[src/rtl/cdt_pkg.sv]
`timescale 1ns/1ps
package cdt_pkg;
  typedef enum logic [1:0] {
    SEL_ENTRY = 2'd0,
    SEL_INIT  = 2'd1,
    SEL_CUR   = 2'd2,
    SEL_DIV   = 2'd3
  } reg_sel_e;

  localparam int SHIFT_W      = 3;
  localparam int MODE_LSB     = 8;
  localparam int MASK_BIT     = 16;
  localparam int PERIODIC_BIT = 17;
  localparam int DIV_W        = 4;
endpackage

[src/rtl/cdt_prescaler.sv]
`timescale 1ns/1ps
module cdt_prescaler #(
  parameter int SHIFT_W = 3
) (
  input  logic               clk_i,
  input  logic               rst_ni,
  input  logic               restart_i,
  input  logic [SHIFT_W-1:0] shift_i,
  output logic               tick_o
);
  localparam int PRE_W = (1 << SHIFT_W) - 1;

  logic [PRE_W-1:0] pre_q;
  logic [PRE_W-1:0] phase_mask;

  // all ones in the low 'shift' bits; shift of PRE_W wraps to all ones
  assign phase_mask = (PRE_W'(1) << shift_i) - PRE_W'(1);
  assign tick_o     = (pre_q & phase_mask) == phase_mask;

  always_ff @(posedge clk_i or negedge rst_ni) begin
    if (!rst_ni)        pre_q <= '0;
    else if (restart_i) pre_q <= '0;
    else                pre_q <= pre_q + PRE_W'(1);
  end


  restart_phase_chk: assert property (@(posedge clk_i) disable iff (!rst_ni)
    (restart_i && shift_i != '0) |=> !tick_o);
endmodule

[src/rtl/cdt_counter.sv]
`timescale 1ns/1ps
module cdt_counter #(
  parameter int CNT_W = 32
) (
  input  logic             clk_i,
  input  logic             rst_ni,
  input  logic             load_i,
  input  logic [CNT_W-1:0] load_val_i,
  input  logic             tick_i,
  input  logic             periodic_i,
  output logic [CNT_W-1:0] init_o,
  output logic [CNT_W-1:0] cur_o,
  output logic             expire_o
);
  logic [CNT_W-1:0] init_q, cur_q;
  logic             run;

  assign run      = tick_i && (init_q != '0) && !load_i;
  assign expire_o = run && (periodic_i ? (cur_q == '0) : (cur_q == CNT_W'(1)));
  assign init_o   = init_q;
  assign cur_o    = cur_q;

  always_ff @(posedge clk_i or negedge rst_ni) begin
    if (!rst_ni) begin
      init_q <= '0;
      cur_q  <= '0;
    end else if (load_i) begin
      init_q <= load_val_i;
      cur_q  <= load_val_i;
    end else if (run) begin
      if (cur_q != '0)     cur_q <= cur_q - CNT_W'(1);
      else if (periodic_i) cur_q <= init_q;
    end
  end


  oneshot_monotonic_chk: assert property (@(posedge clk_i) disable iff (!rst_ni)
    (!load_i && !periodic_i) |=> (cur_q <= $past(cur_q)));

  idle_hold_chk: assert property (@(posedge clk_i) disable iff (!rst_ni)
    (!load_i && !tick_i) |=> (cur_q == $past(cur_q)));

  zero_init_chk: assert property (@(posedge clk_i) disable iff (!rst_ni)
    (init_q == '0 && !load_i) |=> (cur_q == $past(cur_q)));
endmodule

[src/rtl/cdt_timer.sv]
`timescale 1ns/1ps
module cdt_timer
  import cdt_pkg::*;
#(
  parameter int CNT_W  = 32,
  parameter int VEC_W  = 8,
  parameter int MODE_W = 3
) (
  input  logic              clk_i,
  input  logic              rst_ni,
  input  logic              wr_i,
  input  logic [1:0]        sel_i,
  input  logic [CNT_W-1:0]  wdata_i,
  output logic [CNT_W-1:0]  rdata_o,
  output logic              irq_o,
  output logic [VEC_W-1:0]  irq_vector_o,
  output logic [MODE_W-1:0] irq_mode_o
);
  localparam logic [CNT_W-1:0] ENTRY_KEEP =
      (CNT_W'(1) << PERIODIC_BIT) | (CNT_W'(1) << MASK_BIT) |
      (CNT_W'((1 << MODE_W) - 1) << MODE_LSB) | CNT_W'((1 << VEC_W) - 1);
  localparam logic [CNT_W-1:0] ENTRY_RST  = CNT_W'(1) << MASK_BIT;
  localparam logic [DIV_W-1:0] DIV_KEEP   = DIV_W'(4'hB);

  logic [CNT_W-1:0]   entry_q;
  logic [DIV_W-1:0]   div_q;
  logic [SHIFT_W-1:0] shift;
  logic               load, tick, expire;
  logic [CNT_W-1:0]   init_val, cur_val;
  reg_sel_e           sel;

  assign sel   = reg_sel_e'(sel_i);
  assign load  = wr_i && (sel == SEL_INIT);
  // code {b3,b1,b0}; shift = code + 1, modulo 8
  assign shift = {div_q[3], div_q[1:0]} + SHIFT_W'(1);

  always_ff @(posedge clk_i or negedge rst_ni) begin
    if (!rst_ni) begin
      entry_q <= ENTRY_RST;
      div_q   <= '0;
    end else if (wr_i) begin
      if (sel == SEL_ENTRY) entry_q <= wdata_i & ENTRY_KEEP;
      if (sel == SEL_DIV)   div_q   <= wdata_i[DIV_W-1:0] & DIV_KEEP;
    end
  end

  cdt_prescaler #(.SHIFT_W(SHIFT_W)) u_pre (
    .clk_i     (clk_i),
    .rst_ni    (rst_ni),
    .restart_i (load),
    .shift_i   (shift),
    .tick_o    (tick)
  );

  cdt_counter #(.CNT_W(CNT_W)) u_cnt (
    .clk_i      (clk_i),
    .rst_ni     (rst_ni),
    .load_i     (load),
    .load_val_i (wdata_i),
    .tick_i     (tick),
    .periodic_i (entry_q[PERIODIC_BIT]),
    .init_o     (init_val),
    .cur_o      (cur_val),
    .expire_o   (expire)
  );

  always_ff @(posedge clk_i or negedge rst_ni) begin
    if (!rst_ni) begin
      irq_o        <= 1'b0;
      irq_vector_o <= '0;
      irq_mode_o   <= '0;
    end else begin
      irq_o <= expire && !entry_q[MASK_BIT];
      if (expire && !entry_q[MASK_BIT]) begin
        irq_vector_o <= entry_q[VEC_W-1:0];
        irq_mode_o   <= entry_q[MODE_LSB +: MODE_W];
      end
    end
  end

  always_comb begin
    unique case (sel)
      SEL_ENTRY: rdata_o = entry_q;
      SEL_INIT:  rdata_o = init_val;
      SEL_CUR:   rdata_o = cur_val;
      default:   rdata_o = CNT_W'(div_q);
    endcase
  end


  single_pulse_chk: assert property (@(posedge clk_i) disable iff (!rst_ni)
    irq_o |=> !irq_o);

  masked_quiet_chk: assert property (@(posedge clk_i) disable iff (!rst_ni)
    irq_o |-> !$past(entry_q[MASK_BIT]));
endmodule

[config.mk]
export PLATFORM = sky130hd
export DESIGN_NAME = cdt_timer
export DESIGN_NICKNAME = d
export VERILOG_FILES = /design/src/rtl/cdt_pkg.sv /design/src/rtl/cdt_prescaler.sv /design/src/rtl/cdt_counter.sv /design/src/rtl/cdt_timer.sv
export SDC_FILE = /design/constraint.sdc
export NUM_CORES = 1
export LEC_CHECK = 0
export ABC_AREA = 1
export BUFFER_PORTS_ARGS = -buffer_cell sky130_fd_sc_hd__clkbuf_2
export CAP_MARGIN = 20
export CORE_MARGIN = 2
export CORE_UTILIZATION = 45
export DETAILED_ROUTE_END_ITERATION = 6
export GPL_TIMING_DRIVEN = 0
export MAX_ROUTING_LAYER = met4
export SYNTH_ARGS = -nofsm -noshare
export SYNTH_HDL_FRONTEND = slang
export SYNTH_SLANG_ARGS = --single-unit
[constraint.sdc]
create_clock -name clk_i -period 3.8 [get_ports clk_i]
set_input_delay 1.14 -clock clk_i [delete_from_list [all_inputs] [get_ports clk_i]]
set_output_delay 1.14 -clock clk_i [all_outputs]
set_load 0.01 [all_outputs]
# Yosys cells after proc, flatten, opt, wreduce, memory -nomap -nowiden
# Cells that the tools add are included.
# W data, S select, Z words.
dict set report totals {
  in_bits 37
  output_inout_bits 44
  regBits 99
}
dict set report op_classes {
  n_reduce_logical 16
  addsub 4
  n_eq_ne 5
  bitwise 1
  mux 7
  shift 1
}
# operator count
set ops {}
lappend ops {{$mux W32} 4}
lappend ops {{$pmux W32 S3} 1}
lappend ops {{$reduce_bool A32 Y1} 2}
lappend ops {{$eq A32 B1 Y1 const B} 1}
lappend ops {{$logic_not A32 Y1} 1}
lappend ops {{$sub A32 B1 Y32 const B} 1}
lappend ops {{$add A7 B1 Y7 const B} 1}
lappend ops {{$and A7 B7 Y7} 1}
lappend ops {{$eq A7 B7 Y1} 1}
lappend ops {{$mux W7} 1}
lappend ops {{$shl A1 B3 Y7 const A} 1}
lappend ops {{$sub A7 B2 Y7 const B} 1}
lappend ops {{$reduce_and A2 Y1} 3}
lappend ops {{$logic_and A1 B1 Y1} 5}
lappend ops {{$eq A2 B2 Y1 const B} 2}
lappend ops {{$add A3 B1 Y3 const B} 1}
lappend ops {{$reduce_bool A3 Y1} 1}
lappend ops {{$eq A2 B1 Y1 const B} 1}
lappend ops {{$logic_not A1 Y1} 2}
lappend ops {{$logic_not A2 Y1} 1}
lappend ops {{$reduce_bool A2 Y1} 1}
lappend ops {{$mux W1} 1}

# Logic depth before layout (Yosys ltp)
dict set report depth {
  depth_word 9
  depth_mapped 15
}

# Hierarchy
# Synthesis repeated with hierarchy kept, for this count alone.
dict set report hier_totals {
  cells_unflattened 949
  hier_area_um2 6326.1
}
# mod cells_per_inst seq_area_each_um2 n_inst area_per_inst_um2
set modules_own_cells {}
lappend modules_own_cells {cdt_counter 656 1601.5 1 4292.9}
lappend modules_own_cells {cdt_timer 246 701.9 1 1669.1}
lappend modules_own_cells {cdt_prescaler 47 175.2 1 364.1}

# Least setup slack after synthesis
# OpenSTA, ideal clock, no wires.
dict set report synth_path {
  path_kind {input to output}
  from {in sel_i[0]}
  to {out rdata_o[1]}
  setup_slack_ns 0.763
  arrival_time_ns 1.897
  required_ns 2.660
  path_stages 7
  path_cell_list {inv_1 -> nor2_2 -> inv_1 -> clkbuf_1 -> o22ai_1 -> a21oi_1 -> o21ai_0}
}
dict set report synth_between {
  elab_chain_cells 2
  word_cells_on_any_way 4
  cone_classes {2 x eq/ne; 1 x mux; 1 x reduce/logical}
}
# element line_no
set synth_lines {}
lappend synth_lines {{start, declared} cdt_timer.sv:12} ;# input logic [1:0] sel_i,
lappend synth_lines {{$eq A2 B2 Y1, or another cell as far along} cdt_timer.sv:82} ;# unique case (sel)
lappend synth_lines {{$pmux W32 S3 (*)} cdt_timer.sv:82}
lappend synth_lines {{end, declared} cdt_timer.sv:14} ;# output logic [CNT_W-1:0] rdata_o,
# Every way passes the cells marked *; elsewhere a longest branch is shown, timed or not.

# Final worst setup path
dict set report layout_path {
  from {in sel_i[1]}
  to {out rdata_o[16]}
}
# The elaborated chain is that of the path after synthesis.

==> flow_summary.json <==
{
  "outcome": "finished, final reports clean",
  "clock_latency_ps": 360,
  "fin_nets": 1062,
  "gr-usage-met1": 0.435,
  "die_y_um": 122,
  "worstHoldStart": "irq_vector_o[4]",
  "synth.avg_cell_area_sq_um": 6.72,
  "drt-initial-drc-count": 478,
  "fin_crit_ps": 3740,
  "finalSetupTns_ps": 0,
  "p_int_mw": 2.57,
  "yosysWarnings": 0,
  "placementRows": 43,
  "grt_max_degree": 100,
  "end_kind": "output port",
  "hold_class": "register to register",
  "via_count": 6413,
  "fmax_mhz": 267,
  "drc_errors": 0,
  "cts.sinks": 99,
  "critPathTopFamily": "buffers and inverters",
  "io_buffers": 80,
  "holdWs_ps": 474,
  "instances_no_fill": 1205,
  "gr-usage-met2": 0.466,
  "hold_buffers": 0,
  "p_per_area_nw_per_um2": 648,
  "grt_pass1_wl_um": 33100,
  "grt_overflow": 0,
  "coreArea_sq_um": 13700,
  "p_leak_nw": 3.89,
  "slowest_delay_ps": 640,
  "drive_gt1_frac": 0.146,
  "tightest_slew_ps": 856,
  "finalMaxSlewViolations": 0,
  "r2r_start": "div_q[0]",
  "critPathLaunch": "sel_i[1]",
  "fin_skew_ps": 10.2,
  "die_w_um": 122,
  "dieArea_sq_um": 14800,
  "syn2layout_area_growth_pct": 15.2,
  "busiest_layer": "met2",
  "h-tree-depth": 3,
  "clk_pin_slew_worst_paths_ps": 70,
  "dr.pass1.iters": 5,
  "crit_chain": "clkbuf_2 > inv_1 > nor2_1 > inv_1 > clkbuf_1 > o211ai_1 > clkbuf_2",
  "mostFrequentLayoutCell": "nand2_1",
  "wl_per_cell_um": 17.8,
  "ys.flop_type": "dfrtp_1",
  "fin_crit_sh": 0.984,
  "ys_seq_area_frac": 0.397,
  "pwr-share-clk": 0.206,
  "netlist_instances": 929,
  "cp_max_fo": 10,
  "ctsResizeCount": 0,
  "postCtsSetupBuffers": 0,
  "numCtsBuffers": 9,
  "clk_path_buf_depth": 2,
  "syn-cell-area_sq_um": 6240,
  "ant_nets": 0,
  "insertedDiodeCount": 0,
  "cp_data_arrival_time_ps": 2600,
  "totalWireLength_um": 21500,
  "grt_util_met3": 0.0538,
  "routed_via_density": 5.32,
  "syn-num-nets": 971,
  "io_pins": 81,
  "criticalPathCategory": "primary input to output port",
  "place_ws_ps": 28.0,
  "placedCellCount": 1189,
  "crit_slowest_cell": "clkbuf_1",
  "gp_congestion": 0.991,
  "cp-start-kind": "primary input",
  "finalSetupViolCount": 0,
  "slew_headroom": 0.429,
  "synth.distinct_cells": 40,
  "mostFrequentLayoutCells": "nand2_1, dfrtp_1, nand3_1, inv_1, nor2_1",
  "dp_hpwl_um": 16000,
  "async_flop_share": 1.00,
  "p_switching_mw": 2.09,
  "vdd_drop_max_v": 0.000430,
  "synth_edf_count": 0,
  "rsz0062_at_grt": "false",
  "p_total_mw": 4.66,
  "p_sw_frac": 0.448,
  "setup_ws_ps": 60.2,
  "path_buf_inv": 5,
  "antenna_found_initial": 0,
  "track_usage": 0.309,
  "share_seq_of_total_power": 0.353,
  "final-hold-violation-count": 0,
  "grt_pass1_vias": 5821,
  "crit_required_ps": 2660,
  "combPwrFrac": 0.442,
  "initial_core_util": 0.455,
  "synth_seq_cells": 99,
  "cts_tree": "done",
  "maxCapViolations": 0,
  "root_buffer": "clkbuf_16"
}
[cell usage after synthesis, drive strengths merged, types with 3 or more instances]
library cell / n / share of area
nor3: 7 / 0.0056
nand4: 6 / 0.0060
or2: 3 / 0.0030
buf: 20 / 0.022
mux2: 7 / 0.013
o21ai: 60 / 0.048
inv: 96 / 0.058
dfrtp: 98 / 0.39
clkbuf: 18 / 0.011
a21oi: 23 / 0.018
nand3: 98 / 0.081
a31oi: 3 / 0.0030
o221ai: 3 / 0.0042
nand2: 347 / 0.21
o211ai: 7 / 0.0084
ha: 5 / 0.010
o22ai: 16 / 0.016
xor2: 4 / 0.0056
nor2: 98 / 0.067
[metrics by stage]
step                      area, sq um  utilization
after floorplan                  6240            -
after global placement           6870        0.501
after detailed placement         6880        0.501
after CTS                        7190        0.524
after global routing             7190        0.524
final                            7190        0.524
[worst paths after layout]
path | to | slack (ps) | depth (start not counted)
setup / recovery | rdata_o[16] | 60 | 7
min in group asynchronous | irq_mode_o[0] | 870 | 1
hold reg to reg | irq_vector_o[4] | 470 | 2
hold / removal | irq_vector_o[4] | 470 | 2
max in group asynchronous | u_cnt.cur_o[23] | 2310 | 1
setup reg to reg | irq_mode_o[1] | 1510 | 15
[flip-flops by register name (all words and copies together), names as in the netlist]
register,flops
entry_q,13
u_pre.pre_q,7
div_q,3
irq_mode_o,3
irq_vector_o,8
irq_o,1
u_cnt.init_o,32
u_cnt.cur_o,32
[power groups by stage]
stage,registers (mW),clock network (mW),logic (mW)
2_1_floorplan,1.58,0,1.46
3_3_place_gp,1.65,0,2.01
3_5_place_dp,1.65,0,2.03
4_1_cts,1.63,0.975,2.04
5_1_grt,1.68,1.02,2.32
6_report,1.64,0.957,2.06
[layout make-up]
cell class	count	area, sq um
Clock inverter	2	16.3
Tap cell	180	225
Buffer	38	210
Fill cell	1492	6530
Clock buffer	14	294
Multi-Input combinational cell	695	3190
Inverter	97	364
Timing Repair Buffer	80	409
Sequential cell	99	2480
[per-layer routing]
metal,up-vias,part of all wire
met3,21,0.071
met5,-,0
met2,220,0.45
met1,3011,0.46
li1,3161,-
met4,0,0.015
[cell families after synthesis]
family / count (synthesis) / share of synthesized area
adder cells (fa/ha/maj): 5 / 0.0100
XOR/XNOR: 4 / 0.00561
AND/OR/NAND/NOR: 563 / 0.379
buffers and inverters: 135 / 0.0916
multiplexers: 7 / 0.0126
AO/OA/AOI/OAI: 116 / 0.104
flip-flops: 99 / 0.397
[tightest hold or removal path: stages, from the launching register on]
cell and delay [ps]:
dfrtp_1 350, nand2_1 50, nand2_1 40
Power figures use the tool's default switching activity.
